File: src/rtl/lsu_split.sv
module lsu_split #(
  parameter int AW = 24,
  parameter int DW = 32,
  parameter int OW = 11
) (
  input  logic          clk,
  input  logic          rst_n,
  input  logic          req_valid,
  output logic          req_ready,
  input  logic          req_store,
  input  logic          req_cond_ok,
  input  logic [AW-1:0] req_base,
  input  logic [OW-1:0] req_off,
  input  logic [DW-1:0] req_wdata,
  output logic          mem_req,
  output logic          mem_we,
  output logic [AW-1:0] mem_addr,
  output logic [DW/8-1:0] mem_be,
  output logic [DW-1:0] mem_wdata,
  input  logic          mem_ack,
  input  logic [DW-1:0] mem_rdata,
  input  logic          mem_fault,
  output logic          res_valid,
  output logic          res_skip,
  output logic          res_fault,
  output logic [DW-1:0] res_data
);
  localparam int NB  = DW / 8;
  localparam int BW  = $clog2(NB);
  localparam int WAW = AW - BW;
  localparam int SW  = BW + 3;

  typedef enum logic [1:0] {S_IDLE, S_ISSUE, S_WAIT, S_DONE} state_t;

  state_t        st;
  logic          second, is_st, flt, skip;
  logic [AW-1:0] ea;
  logic [DW-1:0] wd, lo, hi;

  logic [BW-1:0]   lane;
  logic [SW-1:0]   sh;
  logic            split;
  logic [2*DW-1:0] wide_d;
  logic [2*NB-1:0] wide_be;

  assign lane    = ea[BW-1:0];
  assign sh      = {lane, 3'b000};
  assign split   = |lane;
  assign wide_d  = {{DW{1'b0}}, wd} << sh;
  assign wide_be = {{NB{1'b0}}, {NB{1'b1}}} << lane;

  assign req_ready = (st == S_IDLE);
  assign mem_req   = (st == S_ISSUE);
  assign mem_we    = is_st;
  assign mem_addr  = {ea[AW-1:BW] + WAW'(second), {BW{1'b0}}};
  assign mem_be    = !is_st ? {NB{1'b1}} : (second ? wide_be[2*NB-1:NB] : wide_be[NB-1:0]);
  assign mem_wdata = !is_st ? '0 : (second ? wide_d[2*DW-1:DW] : wide_d[DW-1:0]);

  assign res_valid = (st == S_DONE);
  assign res_skip  = res_valid && skip;
  assign res_fault = res_valid && flt;
  assign res_data  = (res_valid && !is_st && !flt && !skip) ? DW'({hi, lo} >> sh) : '0;

  always_ff @(posedge clk) begin
    if (!rst_n) begin
      st     <= S_IDLE;
      second <= 1'b0;
      is_st  <= 1'b0;
      flt    <= 1'b0;
      skip   <= 1'b0;
      ea     <= '0;
      wd     <= '0;
      lo     <= '0;
      hi     <= '0;
    end else begin
      case (st)
        S_IDLE: if (req_valid) begin
          ea     <= req_base + {{(AW-OW){req_off[OW-1]}}, req_off};
          wd     <= req_wdata;
          is_st  <= req_store;
          second <= 1'b0;
          flt    <= 1'b0;
          skip   <= !req_cond_ok;
          st     <= req_cond_ok ? S_ISSUE : S_DONE;
        end
        S_ISSUE: st <= S_WAIT;
        S_WAIT: if (mem_ack) begin
          if (second) hi <= mem_rdata;
          else        lo <= mem_rdata;
          if (mem_fault) begin
            flt <= 1'b1;
            st  <= S_DONE;
          end else if (!second && split) begin
            second <= 1'b1;
            st     <= S_ISSUE;
          end else begin
            st <= S_DONE;
          end
        end
        default: st <= S_IDLE;
      endcase
    end
  end
endmodule

File: config.mk
export PLATFORM = sky130hd
export DESIGN_NAME = lsu_split
export DESIGN_NICKNAME = d
export VERILOG_FILES = /design/src/rtl/lsu_split.sv
export SDC_FILE = /design/constraint.sdc
export NUM_CORES = 1
export LEC_CHECK = 0
export BUFFER_PORTS_ARGS = -buffer_cell sky130_fd_sc_hd__buf_2
export CORE_UTILIZATION = 54
export DETAILED_ROUTE_END_ITERATION = 10
export GPL_TIMING_DRIVEN = 0
export PLACE_DENSITY = 0.89
export SLEW_MARGIN = 20
export SYNTH_ARGS = -nofsm -noshare
export SYNTH_HDL_FRONTEND = slang
export SYNTH_SLANG_ARGS = --single-unit
export TNS_END_PERCENT = 5
File: constraint.sdc
create_clock -name clk -period 3.2 [get_ports clk]
set_input_delay 0.48 -clock clk [delete_from_list [all_inputs] [get_ports clk]]
set_output_delay 0.48 -clock clk [all_outputs]
set_load 0.02 [all_outputs]
* Word level (Yosys, flattened, before mapping) *
Index checks and enable logic that the tools add are counted.

storage, ports and cells
  flip-flop bits (word level) = 126
  bits of input ports = 106
  output and inout port bits = 98
  logic and storage cells = 62

cells by class
  add/sub/neg operators = 2
  equality and inequality tests = 8
  shifts and indexed selects = 3
  muxes and demuxes = 19
  bitwise gates (word level) = 1
  reductions and logical operators = 20

operator list
  kind                   count
  $mux W32               3
  $shl A32 B5 Y64        1
  $shr A64 B5 Y32        1
  $add A24 B24 Y24       1
  $add A22 B1 Y22        1
  $mux W2                5
  $ne A2 B2 Y1 const B   5
  $mux W4                2
  $shl A4 B2 Y8 const A  1
  $logic_and A1 B1 Y1    6
  $mux W1                6
  $pmux W2 S3            1
  $reduce_and A3 Y1      2
  $logic_not A1 Y1       5
  $reduce_and A5 Y1      1
  $eq A2 B2 Y1 const B   2
  $pmux W1 S2            2
  $reduce_and A2 Y1      2
  $reduce_and A4 Y1      1
  $eq A2 B1 Y1 const B   1
  $logic_not A2 Y1       1
  $reduce_bool A2 Y1     1
  $reduce_or A2 Y1       1
  $not A1 Y1             1

* Logic depth before layout (Yosys ltp) *
Gate-level depths: netlist of run 1.

  depth after elaboration = 6
  gate-level depth with buffers = 8
  gate-level depth less buffers = 8

* Worst setup path before layout of run 1 *
Ideal clock, no wire load.

  path type = input to register
  start = input port req_base[0]
  end = register ea[22]
  setup time = 0.122 ns
  data arrival time = 2.264 ns
  data required time = 3.078 ns
  setup slack = 0.814 ns
  stages on the path = 8
  path buffers = 0
  cell sequence = ha_1 -> fa_1 -> a21o_1 -> a221o_1 -> o2bb2ai_2 -> o21ai_2 -> mux2i_1 -> a311o_1

on the way
  word-level cells in the longest chain between the ends = 1

ends and longest elaborated chain
  what                  line  text
  from (decl)           12    input logic [AW-1:0] req_base,
  $add A24 B24 Y24      78    ea <= req_base + {{(AW-OW){req_off[OW-1]}}, req_off};
  to (signal assigned)  78
  to (decl)             37    logic [AW-1:0] ea;

No other way between the ends.
A chain may end at the register's enable or synchronous reset.

* Worst setup path after layout of run 1 *
  start = register second
  end = output port mem_addr[19]

on the way
  word-level cells in the longest chain between the ends = 1

ends and longest elaborated chain
  what                    line  text
  from (decl)             36    logic second, is_st, flt, skip;
  from (signal assigned)  67    second <= 1'b0;
  from (signal assigned)  81    second <= 1'b0;
  from (signal assigned)  94    second <= 1'b1;
  $add A22 B1 Y22         55    assign mem_addr = {ea[AW-1:BW] + WAW'(second), {BW{1'b0}}};
  to (decl)               17    output logic [AW-1:0] mem_addr,

No other way between the ends.

==> results of run 1 <==
[power breakdown]
group | total (µW) | switching (µW) | internal, µW
combinational | 1050 | 646 | 405
clock | 1730 | 640 | 1090
sequential | 1660 | 97.0 | 1560
[through the flow]
| stage | std cells | utilization (%) | TNS, ps | setup slack (ps) | total power (µW) |
|---|---|---|---|---|---|
| after CTS | 1400 | 67.3 | 0 | 44.7 | 4400 |
| after global placement | 1371 | 63.6 | 0 | 494 | 2680 |
| after floorplan | 986 | - | 0 | 814 | 2350 |
| after global routing | 1401 | 67.3 | -0.944 | -0.944 | 4590 |
| after detailed placement | 1371 | 63.6 | 0 | 505 | 2700 |
| final | 1403 | 67.4 | 0 | 156 | 4440 |
[metal layers]
metal	global-route usage, %	vias to the layer above	wire (µm)
met3	7.75	119	2790
met2	58.1	572	12500
met5	0	-	0
met1	42.0	3999	10000
met4	18.6	0	1180
li1	-	3937	-
[flip-flops by register name (all words and copies together), names as in the netlist]
register,cells
ea,24
flt,1
hi,24
lo,32
mem_we,1
second,1
skip,1
st,2
wd,32
[final cells by class]
class	count	share of cell area (%)
plain buffers	81	3.60
repair buffers	201	10.3
well taps	184	2.36
flip-flops and latches	118	24.2
multi-input cells	782	53.7
diodes	3	0.0770
inverters	5	0.192
clock inverters	4	0.205
clock buffers	25	5.28
[critical path, cell delays in order (launching register included)]
cell	delay [ps]
dfxtp_1	450
ha_1	220
nand3_1	140
nor2_1	230
nand3_1	250
nor2_2	270
nand4_1	150
xnor2_1	240
buf_2	210
[layout by cell type (no fill, tap or decap), drive strengths merged, types with 16 or more instances in the layout]
cell	instances
nand2	244
buf	221
and3	43
clkbuf	86
xnor2	27
o22ai	16
mux4	32
nor2	30
ha	25
mux2i	35
a21oi	34
nand3	19
and2	33
dfxtp	118
o21ai	45
a21boi	92
[what timing repair did]
item | 4_1_cts | 5_1_grt
setup endpoints to repair | 0 | 8
hold buffers | 0 | 0
resized for setup | 0 | 4
setup buffers | 0 | 0
[worst max-delay path by stage]
stage,startpoint,to,cells past startpoint
finish,second,mem_addr[19],8
CTS,second,mem_addr[18],9
global route,second,mem_addr[22],9
floorplan,req_base[0],ea[22],8
detailed placement,second,mem_addr[18],9
global placement,second,mem_addr[18],9
[logic make-up after synthesis]
family	Yosys count
AO/OA/AOI/OAI	241
XOR/XNOR	40
adder cells (fa/ha/maj)	26
buffers and inverters	86
flip-flops	118
multiplexers	67
other	1
AND/OR/NAND/NOR	406
==> flow_metrics.tcl, run 1 <==
set metrics [dict create \
    drt_iter0_drc 957 \
    rr_startpoint "st[1]" \
    nets 1338 \
    htreeDepth 4 \
    regArea_um2 2360 \
    max_freq_mhz 329 \
    reg2reg_slack_ps 890 \
    core_um2 14500 \
    worstPathRequired_ps 2720 \
    placed_area_um2 9200 \
    initial_utilization_pct 55.0 \
    setup_viol 0 \
    crit_fanout 7 \
    r2r_cells 6 \
    ys_ff_latch 118 \
    status "completed" \
    drive_gt1_share_pct 23.8 \
    synthAdderAreaFrac_pct 4.18 \
    grt_use_total_pct 34.9 \
    ir_drop_uv 393 \
    ant_nets 0 \
    hold_class "in2reg" \
    dieArea_um2 15200 \
    hold_viol_final 0 \
    drv_slew 0 \
    yosysWarnings 0 \
    rows 44 \
    root_buffer "clkbuf_16" \
    skew_ps 6.76 \
    synth_most_common_cell "nand2_1" \
    clockBufferDepth 2 \
    yosys-top-cells-count "nand2_1, dfxtp_1, a21boi_0" \
    min_period_over_period_pct 95.1 \
    netlist_instances 985 \
    whs_ps 311 \
    numCtsBuffers 17 \
    synth_xor_xnor_area_share_pct 4.40 \
    p_leak_uw 0.00412 \
    p_per_area_nw_per_um2 455 \
    synth_top_cell_area_share_pct 29.7 \
    die_y_um 123 \
    die_x_um 123 \
    rr_endpoint "lo[25]" \
    antenna_found_initial 1 \
    drc 0 \
    slew_headroom_pct 46.8 \
    globalplace.congestion 0.957 \
    synth_area_um2 7960 \
    cts_tree "built" \
    final.min_clock_period_ps 3040 \
    vias 8627 \
    routed_wl_um 26500 \
    clk_pin_slew_ps 60 \
    grt_pass1_vias 7931 \
    final_area_um2 9750 \
    synth_cell_types 60 \
    ys.flop_type "dfxtp_1" \
    crit_type "reg2out" \
    grt_max_degree 17 \
    viasPerCell 6.15 \
    clock_latency_ps 420 \
    yosysTopAreaCell "dfxtp_1" \
    ys_async_sr_fraction_pct 0 \
    ys_seq_area_share_pct 29.7 \
    multi_input_area_um2 5240 \
    drt-pass1-iter-count 7 \
    synth-simple-area-share_pct 23.1 \
    synth-edff-count 0 \
    nFillCells 1216 \
    synth_top_family_by_area "simple AND/OR/NAND/NOR gates" \
    holdPathStages 3 \
    cp-end-kind "primary output" \
    ioPinCount 204 \
    wire_per_inst_um 18.9 \
    muxShareOfSynthArea_pct 13.5 \
    dp.final_hpwl_um 19400 \
    grt_pass1_wl_um 39900 \
    synth_compound_area_share_pct 20.6 \
    tightest_slew_ps 798 \
    clock-sinks 118 \
    portBuffers 201 \
    ys_top_cells_by_area "dfxtp_1, nand2_1, mux4_2" \
    max_cap_viol_count 0 \
    syn-mean-instance-area_um2 8.08 \
    critPathLaunchType "flop" \
    worstHoldEndpoint "wd[14]" \
    hold_start "req_wdata[14]" \
    area_growth_pct 22.5 \
    grt_overflow 0 \
    cp.arrival_ps 2560 \
]
Power figures use the tool's default switching activity.
==> inputs of run 2 (changes only) <==
- ABC_AREA: default -> 1
==> run 2 against run 1 <==
Net effect: routed wire length increased by 12%; sequential power increased by 5%; die area increased by 1.5%; sequential cell count unchanged; register-to-register slack improved by 480 ps; worst hold slack got worse by 33 ps; non-clock buffer count decreased by 12; count of clock-buffer cells in the layout decreased by 8; utilization increased by 0.59 points; critical endpoint is now res_data[0].
==> flow_metrics.tcl, run 2 <==
set metrics [dict create \
    status "completed" \
    ys_ff_latch 118 \
    numCtsBuffers 17 \
    synth_cell_types 42 \
    synth_area_um2 8090 \
    ir_drop_uv 333 \
    min_period_over_period_pct 96.4 \
    path_cells "inv_1 -> buf_2 -> nand4_1 -> clkbuf_1 -> nor3_1 -> buf_2" \
    viasPerCell 5.70 \
    cp_top_family "buffers and inverters" \
    initial_utilization_pct 55.4 \
    core_um2 14600 \
    worstPathRequired_ps 2720 \
    setup_viol 0 \
    biggestRegsByFlops "lo: 32 flops, wd: 32 flops" \
    rows 44 \
    switching_share_pct 38.6 \
    cts-resized-gates 0 \
    max_freq_mhz 324 \
    p_per_area_nw_per_um2 528 \
    p_int_uw 3210 \
    skew_ps 8.25 \
    antenna_found_initial 3 \
    hold_viol_final 0 \
    slew_headroom_pct 54.1 \
    die_y_um 124 \
    timing.critical_path.buf_inv 4 \
    nets 1703 \
    ys_seq_area_share_pct 29.2 \
    rsz0062_at_grt "false" \
    tightest_slew_ps 688 \
    netlist_instances 1350 \
    drc 0 \
    p_sw_uw 2020 \
    final_area_um2 9910 \
    clk_pin_slew_ps 60 \
    total_power_uw 5230 \
    ioPinCount 204 \
    max_stage_delay_ps 510 \
    power_frac_seq_pct 33.2 \
    cp.arrival_ps 2610 \
    ys_top_cells_by_area "dfxtp_1, nand2_1, nor2_1" \
    drt_iter0_drc 1173 \
    ys.flop_type "dfxtp_1" \
    yosysTopAreaCell "dfxtp_1" \
    drive_gt1_share_pct 17.8 \
    hold_class "in2reg" \
    final_cell_mix "nand2_1, nor2_1, buf_2, o21ai_0, inv_1" \
    path_common_cell "buf_2" \
    synth_most_common_cell "nand2_1" \
    crit_type "reg2out" \
    cp-end-kind "primary output" \
    grt_overflow 0 \
    comb_power_share_pct 29.9 \
    grt_max_degree 17 \
    cts_tree "built" \
    root_buffer "clkbuf_16" \
    clock_latency_ps 430 \
    critPathLaunchType "flop" \
    cts_hold_buf 0 \
    globalplace.congestion 1.02 \
    routed_wl_um 29800 \
    ys_async_sr_fraction_pct 0 \
    synth_top_cell_area_share_pct 29.2 \
    final.min_clock_period_ps 3090 \
    clockBufferDepth 2 \
    yosysWarnings 0 \
    crit_fanout 10 \
    drt-pass1-iter-count 6 \
    die_x_um 124 \
    clock-sinks 118 \
    postCtsSetupBuffers 0 \
    grt_pass1_wl_um 47000 \
    dieArea_um2 15500 \
    dp.final_hpwl_um 22700 \
    area_growth_pct 22.6 \
    ant_nets 0 \
    cp_slowest_cell "nor3_1" \
    placed_area_um2 9330 \
    whs_ps 278 \
    p_leak_uw 0.00499 \
    vias 10100 \
    yosys-top-cells-count "nand2_1, nor2_1, o21ai_0" \
    layout_commonest_cell "nand2_1" \
    max_cap_viol_count 0 \
    grt_use_total_pct 38.1 \
    drv_slew 0 \
    syn-mean-instance-area_um2 5.99 \
    fin_tns_setup_ps 0 \
    wire_per_inst_um 16.8 \
    synth-edff-count 0 \
    portBuffers 201 \
    p_clk_share_pct 36.9 \
    grt_pass1_vias 9250 \
    htreeDepth 4 \
]
[run 2: routing by layer]
metal / wire length [µm] / GRT usage, % / vias up
met3: 3520 / 8.89 / 97
met1: 11700 / 47.3 / 4540
met5: 11 / 0 / -
met4: 1120 / 18.1 / 2
met2: 13400 / 62.2 / 675
li1: - / - / 4773
[run 2: worst min-delay path, stage by stage]
cell and delay (ps):
buf_2 80, nor2_1 30, nor2_1 80
[run 2: power by group through the flow]
stage,clock [µW],combinational [µW],sequential [µW]
2_1_floorplan,0,1040,1730
3_3_place_gp,0,1490,1760
3_5_place_dp,0,1510,1760
4_1_cts,1910,1520,1730
5_1_grt,1980,1710,1750
6_report,1930,1560,1740
[run 2: worst paths after layout]
kind                      start          end  slack (ps)  depth (start not counted)
setup / recovery         mem_we  res_data[0]         110                          6
hold / removal    mem_rdata[25]       lo[25]         280                          3
setup reg to reg          st[1]       hi[13]        1370                          8
hold reg to reg          wd[19]       wd[19]         470                          2
[run 2: layout make-up]
class / instances / area, µm²
multi-input combinational: 999 / 4800
fill: 1370 / 4670
sequential: 118 / 2360
timing repair buffer: 201 / 1010
inverter: 165 / 619
clock buffer: 17 / 425
buffer: 69 / 309
tap: 184 / 230
clock inverter: 15 / 159
antenna: 2 / 5.00
[run 2: kinds of logic (layout without fill, tap and decap cells)]
| logic type | Yosys count | after routing | share of synthesized area, % |
|---|---|---|---|
| buf+inv | 234 | 467 | 11.5 |
| fa+ha+maj | 26 | 26 | 4.12 |
| xor+xnor | 28 | 28 | 3.13 |
| other cells | 1 | 4 | 0.0464 |
| flops | 118 | 118 | 29.2 |
| simple gates | 636 | 636 | 32.3 |
| compound gates | 307 | 307 | 19.7 |
[run 2: through the flow]
| step | utilization [%] | setup slack, ps | cells |
|---|---|---|---|
| floorplan | - | 957 | 1351 |
| global placement | 63.9 | 745 | 1736 |
| detailed placement | 63.9 | 713 | 1736 |
| CTS | 67.9 | 253 | 1768 |
| global route | 67.9 | 38.8 | 1769 |
| finish | 68.0 | 114 | 1770 |
